--- config.mk ---
export PLATFORM = sky130hd
export DESIGN_NAME = bus_hold_stage
export DESIGN_NICKNAME = d
export VERILOG_FILES = /design/src/rtl/bhs_pkg.sv /design/src/rtl/bhs_edge_detect.sv /design/src/rtl/bhs_cell.sv /design/src/rtl/bhs_out_stage.sv /design/src/rtl/bus_hold_stage.sv
export SDC_FILE = /design/constraint.sdc
export NUM_CORES = 1
export LEC_CHECK = 0
export ABC_CLOCK_PERIOD_IN_PS = 2770
export BUFFER_PORTS_ARGS = -buffer_cell sky130_fd_sc_hd__buf_4
export CORE_MARGIN = 2
export CORE_UTILIZATION = 25
export CTS_CLUSTER_DIAMETER = 150
export DETAILED_ROUTE_END_ITERATION = 8
export GPL_ROUTABILITY_DRIVEN = 0
export HOLD_SLACK_MARGIN = 0.06
export PLACE_DENSITY = 0.54
export SYNTH_ARGS = -nofsm -noshare
export SYNTH_HDL_FRONTEND = slang
export SYNTH_HIERARCHICAL = 1
export SYNTH_SLANG_ARGS = --single-unit
export TNS_END_PERCENT = 1
--- constraint.sdc ---
create_clock -name clk -period 2.77 [get_ports clk]
set_clock_uncertainty 0.2 [all_clocks]
set_input_delay 0.277 -clock clk [delete_from_list [all_inputs] [get_ports clk]]
set_output_delay 0.277 -clock clk [all_outputs]
set_load 0.02 [all_outputs]
--- src/rtl/bhs_pkg.sv ---
package bhs_pkg;
  localparam int unsigned BHS_WIDTH = 18;

  typedef enum logic {
    MODE_HOLD  = 1'b0,
    MODE_TRANS = 1'b1
  } bhs_mode_e;
endpackage

--- src/rtl/bhs_edge_detect.sv ---
module bhs_edge_detect #(
  parameter int unsigned W = 18
) (
  input  logic         clk,
  input  logic         rst,
  input  logic         bus_clk,
  input  logic [W-1:0] a,
  output logic         rise,
  output logic [W-1:0] a_smp
);
  logic smp_now;
  logic smp_prev;

  // sample the bus clock and the data word together so they stay aligned
  always_ff @(posedge clk) begin
    if (rst) begin
      smp_now  <= 1'b0;
      smp_prev <= 1'b0;
      a_smp    <= '0;
    end else begin
      smp_now  <= bus_clk;
      smp_prev <= smp_now;
      a_smp    <= a;
    end
  end

  assign rise = smp_now & ~smp_prev;
endmodule

--- src/rtl/bhs_cell.sv ---
module bhs_cell (
  input  logic clk,
  input  logic rst,
  input  logic mode,
  input  logic rise,
  input  logic d_now,
  input  logic d_smp,
  output logic q
);
  import bhs_pkg::*;

  logic q_next;

  always_comb begin
    q_next = q;
    if (bhs_mode_e'(mode) == MODE_TRANS) q_next = d_now;
    else if (rise)                      q_next = d_smp;
  end

  always_ff @(posedge clk) begin
    if (rst) q <= 1'b0;
    else     q <= q_next;
  end
endmodule

--- src/rtl/bhs_out_stage.sv ---
module bhs_out_stage #(
  parameter int unsigned W = 18
) (
  input  logic         mode,
  input  logic         out_dis,
  input  logic [W-1:0] a,
  input  logic [W-1:0] held,
  output logic [W-1:0] y_data,
  output logic         y_vld
);
  logic [W-1:0] sel;

  assign sel    = mode ? a : held;
  assign y_data = out_dis ? '0 : sel;
  assign y_vld  = ~out_dis;
endmodule

--- src/rtl/bus_hold_stage.sv ---
module bus_hold_stage #(
  parameter int unsigned WIDTH = bhs_pkg::BHS_WIDTH
) (
  input  logic             clk,
  input  logic             rst,
  input  logic [WIDTH-1:0] a,
  input  logic             hold_n,
  input  logic             bus_clk,
  input  logic             out_dis,
  output logic [WIDTH-1:0] y_data,
  output logic             y_vld
);
  logic             clk_rise;
  logic [WIDTH-1:0] a_smp;
  logic [WIDTH-1:0] held_word;

  bhs_edge_detect #(.W(WIDTH)) u_edge (
    .clk     (clk),
    .rst     (rst),
    .bus_clk (bus_clk),
    .a       (a),
    .rise    (clk_rise),
    .a_smp   (a_smp)
  );

  for (genvar i = 0; i < WIDTH; i++) begin : g_cell
    bhs_cell u_cell (
      .clk   (clk),
      .rst   (rst),
      .mode  (hold_n),
      .rise  (clk_rise),
      .d_now (a[i]),
      .d_smp (a_smp[i]),
      .q     (held_word[i])
    );
  end

  bhs_out_stage #(.W(WIDTH)) u_out (
    .mode    (hold_n),
    .out_dis (out_dis),
    .a       (a),
    .held    (held_word),
    .y_data  (y_data),
    .y_vld   (y_vld)
  );
endmodule

# --- Word level (Yosys, flattened, before mapping) ---
# Cells that the tools add are included.
word_totals:
  reg_bits: 38
  latchBits: 0
  ram_bits: 0
  rom_bits: 0
  inputBits: 23
  memories: 0
classes:
  add_sub_neg: 0
  mul: 0
  div_mod_pow: 0
  magnitude_cmp: 0
  n_eq_ne: 0
  shift: 0
  mux: 38
  n_bitwise: 3
  n_reduce_logical: 1
ops:
  columns: ["operator", "count"]
  rows:
  - ["two-way mux 1 bit", 36]
  - ["two-way mux 18 bit", 2]
  - ["inverter 1 bit", 2]
  - ["nonzero test 2 bit", 1]
  - ["AND 1 bit", 1]

# --- Longest topological paths before layout ---
depth:
  word_depth: 4
  depth_mapped: 4
  ltp_nobuf: 3

# --- Hierarchy ---
# Netlist, hierarchy kept.
by_module_without_submodules:
  columns: ["mod", "instances", "cells_per_inst", "area_each_um2", "seq_area_each_um2"]
  rows:
  - ["bhs_cell", 18, 5, 52.6, 20.0]
  - ["bhs_edge_detect", 1, 43, 624.3, 400.4]
  - ["bhs_out_stage", 1, 41, 292.8, 0.0]

# --- Least setup slack after synthesis ---
# No wires, ideal clock.
synth_timing:
  path_type: "register to register"
  from: "register u_edge.smp_now"
  to: "register g_cell[0].u_cell.q"
  setup_ns: 0.080
  t_arrival_ns: 1.945
  required_ns: 2.490
  slack_ns: 0.546
  stages_incl_launch_ff: 4
  path_buffers: 0
  synth_period_minus_slack_ns: 2.224
  cell_sequence: "dfxtp_1 -> nor2b_1 -> mux2i_1 -> a211oi_2"
synth_between:
  elab_chain_cells: 2
synth_lines:
  columns: ["item", "line", "text"]
  rows:
  - ["from (decl)", "bhs_edge_detect.sv:11", "logic smp_now;"]
  - ["from (signal assigned)", "bhs_edge_detect.sv:21", "smp_now <= bus_clk;"]
  - ["AND 1 bit", "bhs_edge_detect.sv:27", "assign rise = smp_now & ~smp_prev;"]
  - ["net clk_rise", "bus_hold_stage.sv:13", "logic clk_rise;"]
  - ["nonzero test 2 bit (no source line)", null, null]
  - ["to (signal assigned)", "bhs_cell.sv:22", "else q <= q_next;"]
  - ["to (decl)", "bhs_cell.sv:8", "output logic q"]
# The timed path passes the listed nets, and every way through them passes these cells.
# A chain may end at the register's enable or synchronous reset.

# --- Worst setup path in the final report ---
layout_timing:
  from: "input a[7]"
  to: "output y_data[7]"
layout_between:
  elab_chain_cells: 2
layout_lines:
  columns: ["item", "line", "text"]
  rows:
  - ["from (decl)", "bus_hold_stage.sv:6", "input logic [WIDTH-1:0] a,"]
  - ["two-way mux 18 bit", "bhs_out_stage.sv:13", "assign sel = mode ? a : held;"]
  - ["two-way mux 18 bit", "bhs_out_stage.sv:14", "assign y_data = out_dis ? '0 : sel;"]
  - ["to (decl)", "bus_hold_stage.sv:10", "output logic [WIDTH-1:0] y_data,"]
# No other way between the ends.

==> metrics.md <==
| Metric | Value |
|---|---|
| Sink Count | `38` |
| Final Hold Vio Count | `0` |
| Type of the worst setup path | `primary input to output port` |
| Routed wire per std cell | `11.0 µm` |
| CTS tree | `built` |
| CTS Buf Count | `5` |
| Buffers on Ports | `41` |
| Root Buffer | `clkbuf_8` |
| Mapped Area | `1860 µm²` |
| Area growth syn-to-layout | `34.6%` |
| Lkg Pwr | `1.10 nW` |
| Die Y | `90.3 µm` |
| Global route overflow | `0` |
| Cells after Synth | `174` |
| Initial DRC Count | `46` |
| Commonest non-fill, non-tap cell in the layout | `buf_4` |
| Row count | `31` |
| Worst-Skew Late Latency | `0.28 ns` |
| Pin count of the biggest net entering global routing | `55` |
| Status | `finished, final reports clean` |
| Largest cells by area after synthesis | `dfxtp_1 (41%), mux2i_1 (19%), a211oi_2 (12%)` |
| Sw frac | `0.263` |
| Largest area contributor in the netlist | `dfxtp_1` |
| Via/cell ratio | `4.02` |
| GRT Total Usage | `0.0935` |
| Final min period | `1.81 ns` |
| #FFs+latches synth | `38` |
| Worst vdd ir | `0.201 mV` |
| Via Count | `1348` |
| CP peak stage delay | `0.54 ns` |
| First-pass GRT wire length | `6180 µm` |
| DP Wirelength | `2340 µm` |
| Core Area | `7250 µm²` |
| Die area | `8160 µm²` |
| Final worst slack | `0.957 ns` |
| Sequential fraction of the synthesis area | `0.408` |
| Period utilization | `0.654` |
| Most frequent cell on the critical path | `buf_4` |
| Critical-path top delay cell | `dlygate4sd3_1` |
| Final nets | `259` |
| Largest fanout on the critical path | `3` |
| Net count after synthesis | `197` |
| RSZ-0062 raised after global routing | `false` |
| Power, Total | `1.19 mW` |
| Pins Over Slew Limit | `0` |
| Routed WL | `3700 µm` |
| Vias in the first global route | `1302` |
| Warnings from Yosys | `6` |
| Die Span X | `90.3 µm` |
| Mean area per synthesized cell | `10.7 µm²` |
| Worst Tran Pin Value | `0.670 ns` |
| Clock power share | `0.297` |
| I/O pin cnt | `42` |
| Fmax | `0.552 GHz` |
| Max Root-Sink Buffers | `2` |
| Seq pwr share | `0.498` |
| Worst hold slack | `0.260 ns` |
| # Post-CTS Setup Buffers | `0` |
| Initial Utilization | `0.257` |
| Startpoint Class | `primary input` |
| H-tree depth | `2` |
| Diodes inserted | `0` |
| Most frequent cells in the layout | `buf_4 (42), dfxtp_1 (38), mux2i_1 (36), inv_1 (19), dlygate4sd3_1 (19)` |
| WP data required | `2.29 ns` |
| Final setup viols | `0` |
| Fill cells | `765` |
| Critical path data arrival time | `1.34 ns` |
| Nature of the critical path endpoint | `output port` |
| Slew HR | `0.554` |
| Worst slack at placement | `1.00 ns` |
| CTS clock-pin slew for the worst setup and hold paths | `0.07 ns` |
| Comb pwr share | `0.205` |
| Detailed-router iteration count before antenna repair | `4` |
| Top-area cell type share of the netlist area | `0.408` |
| Yosys cell types | `11` |
| Antenna viol nets, final | `0` |
| Max Cap Violations | `0` |
| Residual DRC count | `0` |
| Net Switching | `313 µW` |
| Initial antenna violation count | `0` |
| Min-Delay Path Class | `register to register` |
| Fraction of layout cells with a size suffix above 1 | `0.364` |
| P_int | `880 µW` |
| Setup_tns | `0 ns` |
| Power per Cell Area | `476 nW/µm²` |
| Critical Path, Cell by Cell | `dlygate4sd3_1, buf_4, mux2i_1, nor2_1, buf_4` |
| Post-CTS Resized | `0` |
==> per-stage QoR <==
| step | instances | instance area, µm² | util |
|---|---|---|---|
| floorplan | 174 | 1860 | - |
| global placement | 309 | 2240 | 0.309 |
| CTS | 335 | 2510 | 0.346 |
| finish | 335 | 2510 | 0.346 |
| global route | 335 | 2510 | 0.346 |
| detailed placement | 309 | 2240 | 0.309 |
==> worst max-delay path: cells and delay by family <==
kind / cells / cell delay [ns]
buffers and inverters: 3 / 0.84
AND/OR/NAND/NOR: 1 / 0.06
multiplexers: 1 / 0.16
==> power groups by stage <==
stage	logic [mW]	registers, mW	clock network, mW
floorplan	0.150	0.603	0
global placement	0.224	0.608	0
detailed placement	0.228	0.608	0
CTS	0.250	0.595	0.370
global route	0.267	0.599	0.394
finish	0.244	0.595	0.354
==> final timing paths <==
| kind | startpoint | endpoint | slack, ns | cells past startpoint |
|---|---|---|---|---|
| max | a[7] | y_data[7] | 0.96 | 5 |
| min | u_edge/smp_now | u_edge/smp_prev | 0.26 | 1 |
| max reg2reg | u_edge/smp_now | g_cell[6].u_cell/q | 1.31 | 4 |
| min reg2reg | u_edge/smp_now | u_edge/smp_prev | 0.26 | 1 |
==> metal layers <==
metal  track usage  share of wire  vias to the layer above  routed length, µm
met5             0              0                        -                  0
met4        0.0346          0.012                        0                 46
met3        0.0275          0.040                        5                149
met2         0.149           0.46                       29               1690
met1         0.120           0.49                      617               1810
li1              -              -                      697                  -
==> final cells by class <==
cell class / count / area, µm² / share of cell area
clock buffer: 7 / 76.3 / 0.0304
timing repair buffer: 61 / 505 / 0.202
inverter: 19 / 71.3 / 0.0284
tap: 99 / 124 / 0.0494
multi-input combinational: 111 / 970 / 0.387
sequential: 38 / 761 / 0.303
==> state kept, by name (all words and copies together), names as in the netlist <==
| register | cells |
|---|---|
| g_cell.u_cell/q | 18 |
| u_edge/a_smp | 18 |
| u_edge/smp_now | 1 |
| u_edge/smp_prev | 1 |
==> Yosys cell counts <==
library cell	n
dfxtp_1	38
mux2i_1	36
inv_1	19
nor2b_1	19
a211oi_2	18
nor2_1	18
nor2b_2	16
nor2b_4	4
buf_6	3
buf_2	2
buf_12	1
==> cells by family (layout without fill, tap and decap cells) <==
family | Yosys count | in the layout | synth area share
DFF | 38 | 38 | 0.408
muxes | 36 | 36 | 0.193
and+or+nand+nor | 57 | 57 | 0.205
buffers and inverters | 25 | 87 | 0.0725
AOI/OAI and AO/OA | 18 | 18 | 0.121
==> repair_timing <==
action                                 in CTS  in global routing
endpoints found under the hold margin      19                  0
hold buffers                               19                  0
setup endpoints to repair                   0                  0
Power figures use the tool's default switching activity.
